**src/rtl/xirq_pkg.sv**
```systemverilog
package xirq_pkg;
  localparam int CODE_W = 4;

  typedef enum logic [CODE_W-1:0] {
    XC_RAISE = 4'h0,
    XC_ACK   = 4'h1,
    XC_PEEK  = 4'h2,
    XC_WHO   = 4'h3
  } xcmd_e;
endpackage

```
**src/rtl/xirq_cmd_decode.sv**
```systemverilog
module xirq_cmd_decode
  import xirq_pkg::*;
#(
  parameter int N_CORES = 4,
  parameter int SELF    = 0,
  parameter int PARAM_W = 8,
  parameter int IDX_W   = 2
) (
  input  logic                 valid,
  input  logic [CODE_W-1:0]    code,
  input  logic [PARAM_W-1:0]   param,
  output logic [N_CORES-1:0]   raise_vec,
  output logic [N_CORES-1:0]   ack_vec,
  output logic                 peek_en,
  output logic                 peek_ok,
  output logic [IDX_W-1:0]     peek_idx,
  output logic                 who_en
);
  localparam logic [PARAM_W-1:0] LIMIT  = PARAM_W'(N_CORES);
  localparam logic [PARAM_W-1:0] SELF_P = PARAM_W'(SELF);

  logic in_range;
  assign in_range = (param < LIMIT);
  assign peek_idx = param[IDX_W-1:0];

  always_comb begin
    raise_vec = '0;
    ack_vec   = '0;
    peek_en   = 1'b0;
    peek_ok   = 1'b0;
    who_en    = 1'b0;
    if (valid) begin
      case (code)
        XC_RAISE: if (in_range && param != SELF_P) raise_vec[param[IDX_W-1:0]] = 1'b1;
        XC_ACK:   if (in_range) ack_vec[param[IDX_W-1:0]] = 1'b1;
        XC_PEEK:  begin
          peek_en = 1'b1;
          peek_ok = in_range;
        end
        XC_WHO:   who_en = 1'b1;
        default:  ;
      endcase
    end
  end
endmodule

```
**src/rtl/xirq_pend_bank.sv**
```systemverilog
module xirq_pend_bank #(
  parameter int N_CORES = 4,
  localparam int BITS   = N_CORES * N_CORES
) (
  input  logic            clk,
  input  logic            rst_n,
  input  logic [BITS-1:0] set_flat,
  input  logic [BITS-1:0] clr_flat,
  output logic [BITS-1:0] pend_flat
);
  // Bit t*N_CORES+s: sender s has an interrupt pending at target t.
  logic [BITS-1:0] pend_nxt;
  logic [BITS-1:0] pend_en;

  always_comb begin
    pend_en  = set_flat | clr_flat;
    pend_nxt = set_flat | (pend_flat & ~clr_flat);
  end

  genvar k;
  generate
    for (k = 0; k < BITS; k++) begin : g_bit
      always_ff @(posedge clk or negedge rst_n) begin
        if (!rst_n)          pend_flat[k] <= 1'b0;
        else if (pend_en[k]) pend_flat[k] <= pend_nxt[k];
      end

      a_r2_set_lands: assert property (@(posedge clk) disable iff (!rst_n)
        set_flat[k] |=> pend_flat[k]);
      a_r7_clear_lands: assert property (@(posedge clk) disable iff (!rst_n)
        (clr_flat[k] && !set_flat[k]) |=> !pend_flat[k]);
      a_r10_bit_holds: assert property (@(posedge clk) disable iff (!rst_n)
        (!set_flat[k] && !clr_flat[k]) |=> $stable(pend_flat[k]));
    end
  endgenerate
endmodule

```
**src/rtl/xirq_readback.sv**
```systemverilog
module xirq_readback #(
  parameter int N_CORES = 4,
  parameter int RB_W    = 32,
  parameter int IDX_W   = 2
) (
  input  logic               clk,
  input  logic               rst_n,
  input  logic               peek_en,
  input  logic               peek_ok,
  input  logic [IDX_W-1:0]   peek_idx,
  input  logic               who_en,
  input  logic [N_CORES-1:0] own_vec,
  input  logic [N_CORES-1:0] any_pend,
  output logic [RB_W-1:0]    rb
);
  logic [RB_W-1:0] rb_nxt;
  logic            rb_en;

  always_comb begin
    rb_en  = peek_en | who_en;
    rb_nxt = '0;
    if (who_en)                  rb_nxt[N_CORES-1:0] = own_vec;
    else if (peek_en && peek_ok) rb_nxt[0] = any_pend[peek_idx];
  end

  always_ff @(posedge clk or negedge rst_n) begin
    if (!rst_n)     rb <= '0;
    else if (rb_en) rb <= rb_nxt;
  end

  a_r11_bad_peek_zero: assert property (@(posedge clk) disable iff (!rst_n)
    (peek_en && !peek_ok) |=> (rb == '0));
endmodule

```
**src/rtl/xcore_irq_hub.sv**
```systemverilog
module xcore_irq_hub
  import xirq_pkg::*;
#(
  parameter int N_CORES = 4,
  parameter int PARAM_W = 8,
  parameter int RB_W    = 32,
  localparam int IDX_W  = (N_CORES > 1) ? $clog2(N_CORES) : 1,
  localparam int BITS   = N_CORES * N_CORES
) (
  input  logic                      clk,
  input  logic                      rst_n,
  input  logic [N_CORES-1:0]        cmd_valid,
  input  logic [N_CORES*CODE_W-1:0] cmd_code,
  input  logic [N_CORES*PARAM_W-1:0] cmd_param,
  output logic [N_CORES*RB_W-1:0]   readback,
  output logic [N_CORES-1:0]        irq_out
);
  // Reset: asserted asynchronously, released through two flops.
  logic rst_s1, rst_q;
  always_ff @(posedge clk or negedge rst_n) begin
    if (!rst_n) begin
      rst_s1 <= 1'b0;
      rst_q  <= 1'b0;
    end else begin
      rst_s1 <= 1'b1;
      rst_q  <= rst_s1;
    end
  end

  logic [N_CORES-1:0] raise_vec [N_CORES];
  logic [N_CORES-1:0] ack_vec   [N_CORES];
  logic [N_CORES-1:0] peek_en, peek_ok, who_en, any_pend;
  logic [IDX_W-1:0]   peek_idx  [N_CORES];
  logic [BITS-1:0]    set_flat, clr_flat, pend_flat;

  genvar c, s;
  generate
    for (c = 0; c < N_CORES; c++) begin : g_core
      xirq_cmd_decode #(
        .N_CORES(N_CORES), .SELF(c), .PARAM_W(PARAM_W), .IDX_W(IDX_W)
      ) u_dec (
        .valid    (cmd_valid[c]),
        .code     (cmd_code[c*CODE_W +: CODE_W]),
        .param    (cmd_param[c*PARAM_W +: PARAM_W]),
        .raise_vec(raise_vec[c]),
        .ack_vec  (ack_vec[c]),
        .peek_en  (peek_en[c]),
        .peek_ok  (peek_ok[c]),
        .peek_idx (peek_idx[c]),
        .who_en   (who_en[c])
      );

      // Row c of the bank is target c; column s is sender s.
      for (s = 0; s < N_CORES; s++) begin : g_cross
        assign set_flat[c*N_CORES + s] = raise_vec[s][c];
        assign clr_flat[c*N_CORES + s] = ack_vec[c][s];
      end

      assign any_pend[c] = |pend_flat[c*N_CORES +: N_CORES];
      assign irq_out[c]  = any_pend[c];

      xirq_readback #(
        .N_CORES(N_CORES), .RB_W(RB_W), .IDX_W(IDX_W)
      ) u_rb (
        .clk     (clk),
        .rst_n   (rst_q),
        .peek_en (peek_en[c]),
        .peek_ok (peek_ok[c]),
        .peek_idx(peek_idx[c]),
        .who_en  (who_en[c]),
        .own_vec (pend_flat[c*N_CORES +: N_CORES]),
        .any_pend(any_pend),
        .rb      (readback[c*RB_W +: RB_W])
      );

      a_r3_no_self_bit: assert property (@(posedge clk) disable iff (!rst_q)
        !pend_flat[c*N_CORES + c]);
      a_r9_rb_quiet: assert property (@(posedge clk) disable iff (!rst_q)
        !(cmd_valid[c] && (cmd_code[c*CODE_W +: CODE_W] == XC_PEEK ||
                           cmd_code[c*CODE_W +: CODE_W] == XC_WHO))
        |=> $stable(readback[c*RB_W +: RB_W]));
    end
  endgenerate

  xirq_pend_bank #(.N_CORES(N_CORES)) u_bank (
    .clk      (clk),
    .rst_n    (rst_q),
    .set_flat (set_flat),
    .clr_flat (clr_flat),
    .pend_flat(pend_flat)
  );

  a_r1_reset_quiet: assert property (@(posedge clk) !rst_q |=> (irq_out == '0));
endmodule

```
**config.mk**
```make
export PLATFORM = sky130hd
export DESIGN_NAME = xcore_irq_hub
export DESIGN_NICKNAME = d
export VERILOG_FILES = /design/src/rtl/xirq_pkg.sv /design/src/rtl/xirq_cmd_decode.sv /design/src/rtl/xirq_pend_bank.sv /design/src/rtl/xirq_readback.sv /design/src/rtl/xcore_irq_hub.sv
export SDC_FILE = /design/constraint.sdc
export NUM_CORES = 1
export LEC_CHECK = 0
export ABC_AREA = 1
export BUFFER_PORTS_ARGS = -buffer_cell sky130_fd_sc_hd__buf_2
export CELL_PAD_IN_SITES_DETAIL_PLACEMENT = 1
export CELL_PAD_IN_SITES_GLOBAL_PLACEMENT = 1
export CORE_MARGIN = 1
export CORE_UTILIZATION = 28
export CTS_BUF_LIST = sky130_fd_sc_hd__clkbuf_16
export CTS_CLUSTER_DIAMETER = 200
export DETAILED_ROUTE_END_ITERATION = 7
export PLACE_DENSITY = 0.8
export SYNTH_ARGS = -nofsm -noshare
export SYNTH_HDL_FRONTEND = slang
export SYNTH_SLANG_ARGS = --single-unit
```
**constraint.sdc**
```tcl
create_clock -name clk -period 1.3 [get_ports clk]
set_input_delay 0.13 -clock clk [delete_from_list [all_inputs] [get_ports clk]]
set_output_delay 0.13 -clock clk [all_outputs]
set_load 0.05 [all_outputs]
```
==> metrics.txt <==
P_leak=1.89 nW; Synth Area in XOR/XNOR=0%; commonest cells after routing, fill and taps aside=113 x conb_1, 70 x nand2_1, 69 x buf_2; Final Non-Filler Cells=609; RSZ-0062 raised after global routing=false; Ys Warns=0; Final Hold Slack=0.165 ns; Antenna Cells=0; Placement Cell Area=0.00292 sq mm; top-area cell type share of the netlist area=30.3%; first drt pass iteration count=4; Hold Crit Start=cmd_code[5]; initial DRC count=122; most common cell after layout, fill and taps aside=conb_1; port bufs=73; crit path time final=1.26 ns; DR WL/cell=12.5 um; post-synthesis mux area share=0%; Design Area, Final=0.00322 sq mm; Clock Pin Slew Worst Setup and Hold Paths=0.05 ns; Pwr per Cell Area=1040 mW/mm^2; Site Rows=36; clk root buf=clkbuf_16; largest net degree at the start of global routing=33; CP Data Required Time=1.17 ns; layout cell share with drive strength beyond 1=23.9%; DP Wirelength=5.91 mm; reg-to-reg startpoint=u_bank.pend_flat[8]$_DFFE_PN0P_; synth top area cells=dfrtp_1 30%, buf_4 30%, nand2_1 9.4%; status=completed; final RePlAce weighted congestion=0.827; clk_lat worst skew=0.28 ns; biggest area consumer among synthesized cells=dfrtp_1; via/cell ratio=4.12; Final Power=3.34 mW; # H-tree levels=2; Hold WC Path Type=in -> reg; Slew Limit Fails=0; Crit. End Element=output port; startpoint class of the critical path=register; Total GRT Usage=14.7%; die outline height=102 um; final cycle utilization of the critical path=97.2%; grt ovf=0; Synth Area in Simple Gates=30.0%; crit path launch=u_bank.pend_flat[4]$_DFFE_PN0P_; synthesized area per cell=7.33 sq um; Fmax=792 MHz; CTS tree=yes; initial antenna violation count=0; worst vdd ir=0.424 mV; setup violators final=0; sequential area share after synthesis=30.3%; Final Skew=0.00369 ns; worst setup path category=reg -> out; Die X=102 um; placed instance count=589; DRC=0; first-pass GRT wire length=11.8 mm; Sink Count=34; max-cap violation count=0; vias in the first global route=2454; cell count after synthesis=383; total die area=0.0104 sq mm; Layout area overhead=14.8%; largest family of logic cells by synthesized area=buffers and inverters; Vias=2509; Synth Area in Compound Gates=4.99%; Cell variety after synth=24; synthesized area=0.00281 sq mm; I/O pin total=186; final hold vios=0; clock buffer depth=2; TNS Setup=0 ns; core area=0.00973 sq mm; Yosys reg bits=34; Nets=529; Routed WL=7.59 mm; Starting Density=28.8%; Adder-Cell Fraction of Synth Area=0%; critical path arrival=1.13 ns; Max FO, Critical Path=3; Routed Antenna Nets=0; CTS Buf Count=5
-- worst max-delay path, cell delays in order (launching register included) --
cell     delay, ns
dfrtp_1       0.43
nor2_4        0.13
nand2_1       0.10
buf_4         0.20
-- repair_timing --
action | 4_1_cts | 5_1_grt
endpoints found under the hold margin | 2 | 0
gates cloned | 0 | 0
gates resized for setup | 20 | 0
pin swaps | 6 | 3
setup buffers | 5 | 6
hold buffers | 1 | 0
endpoints found under the setup margin | 4 | 2
-- through the flow --
step                      setup WS, ns  util (%)
after floorplan                  0.241         -
after global placement          0.0448      30.0
after detailed placement        0.0495      30.0
after CTS                      0.00945      32.7
after global routing           0.00428      33.1
final                           0.0368      33.1
-- cell type report --
type	instances	area, sq um
Inverter	33	124
Clock inverter	3	12.5
Sequential cell	34	851
Multi-Input combinational cell	315	1470
Tap cell	133	166
Fill cell	1313	6510
Timing Repair Buffer	86	475
Clock buffer	5	125
-- power by group --
part	internal [mW]	total, mW	switching (mW)
logic	0.132	1.11	0.976
registers	1.09	1.10	0.0148
clock network	0.692	1.13	0.438
-- synthesized netlist by cell type --
cell type / n
a21boi_0: 1
conb_1: 2
o21ai_0: 7
nor3_1: 5
nor3_4: 3
dfrtp_1: 34
nand3_1: 38
a21oi_1: 1
nor2_4: 1
o21ai_1: 2
nor3b_4: 1
inv_2: 4
nand4_1: 10
buf_4: 112
a22o_1: 8
inv_1: 28
clkinv_1: 1
nor3b_2: 1
a31oi_1: 2
nor2_2: 3
nor2_1: 47
nor3_2: 1
nand2_1: 70
nand2_2: 1
-- final timing paths --
check	to	slack [ns]	cells after the start
worst max-delay path	irq_out[1]	0.04	3
worst min-delay path	u_bank.pend_flat[1]$_DFFE_PN0P_	0.16	4
worst max register to register	g_core[1].u_rb.rb[0]$_DFFE_PN0P_	0.11	7
worst min register to register	g_core[3].u_rb.rb[3]$_DFFE_PN0P_	0.28	1
max in group asynchronous	g_core[1].u_rb.rb[2]$_DFFE_PN0P_	0.72	1
min in group asynchronous	rst_s1$_DFF_PN0_	0.17	2
-- routing by layer --
metal | global-route usage (%) | part of all wire (%) | routed length (um)
met5 | 0 | 0 | 0
met4 | 4.07 | 1.2 | 88
met3 | 4.24 | 8.6 | 651
met2 | 27.6 | 53 | 4010
met1 | 15.9 | 37 | 2840
-- flip-flops by register name (all words and copies together) (netlist names) --
register / flops
g_core.u_rb.rb: 16
u_bank.pend_flat: 16
rst_q: 1
rst_s1: 1
-- cell families after synthesis --
group	count (synthesis)
simple gates	181
flops	34
compound gates	21
buf+inv	145
other cells	2
(Power assumes the default switching activity.)
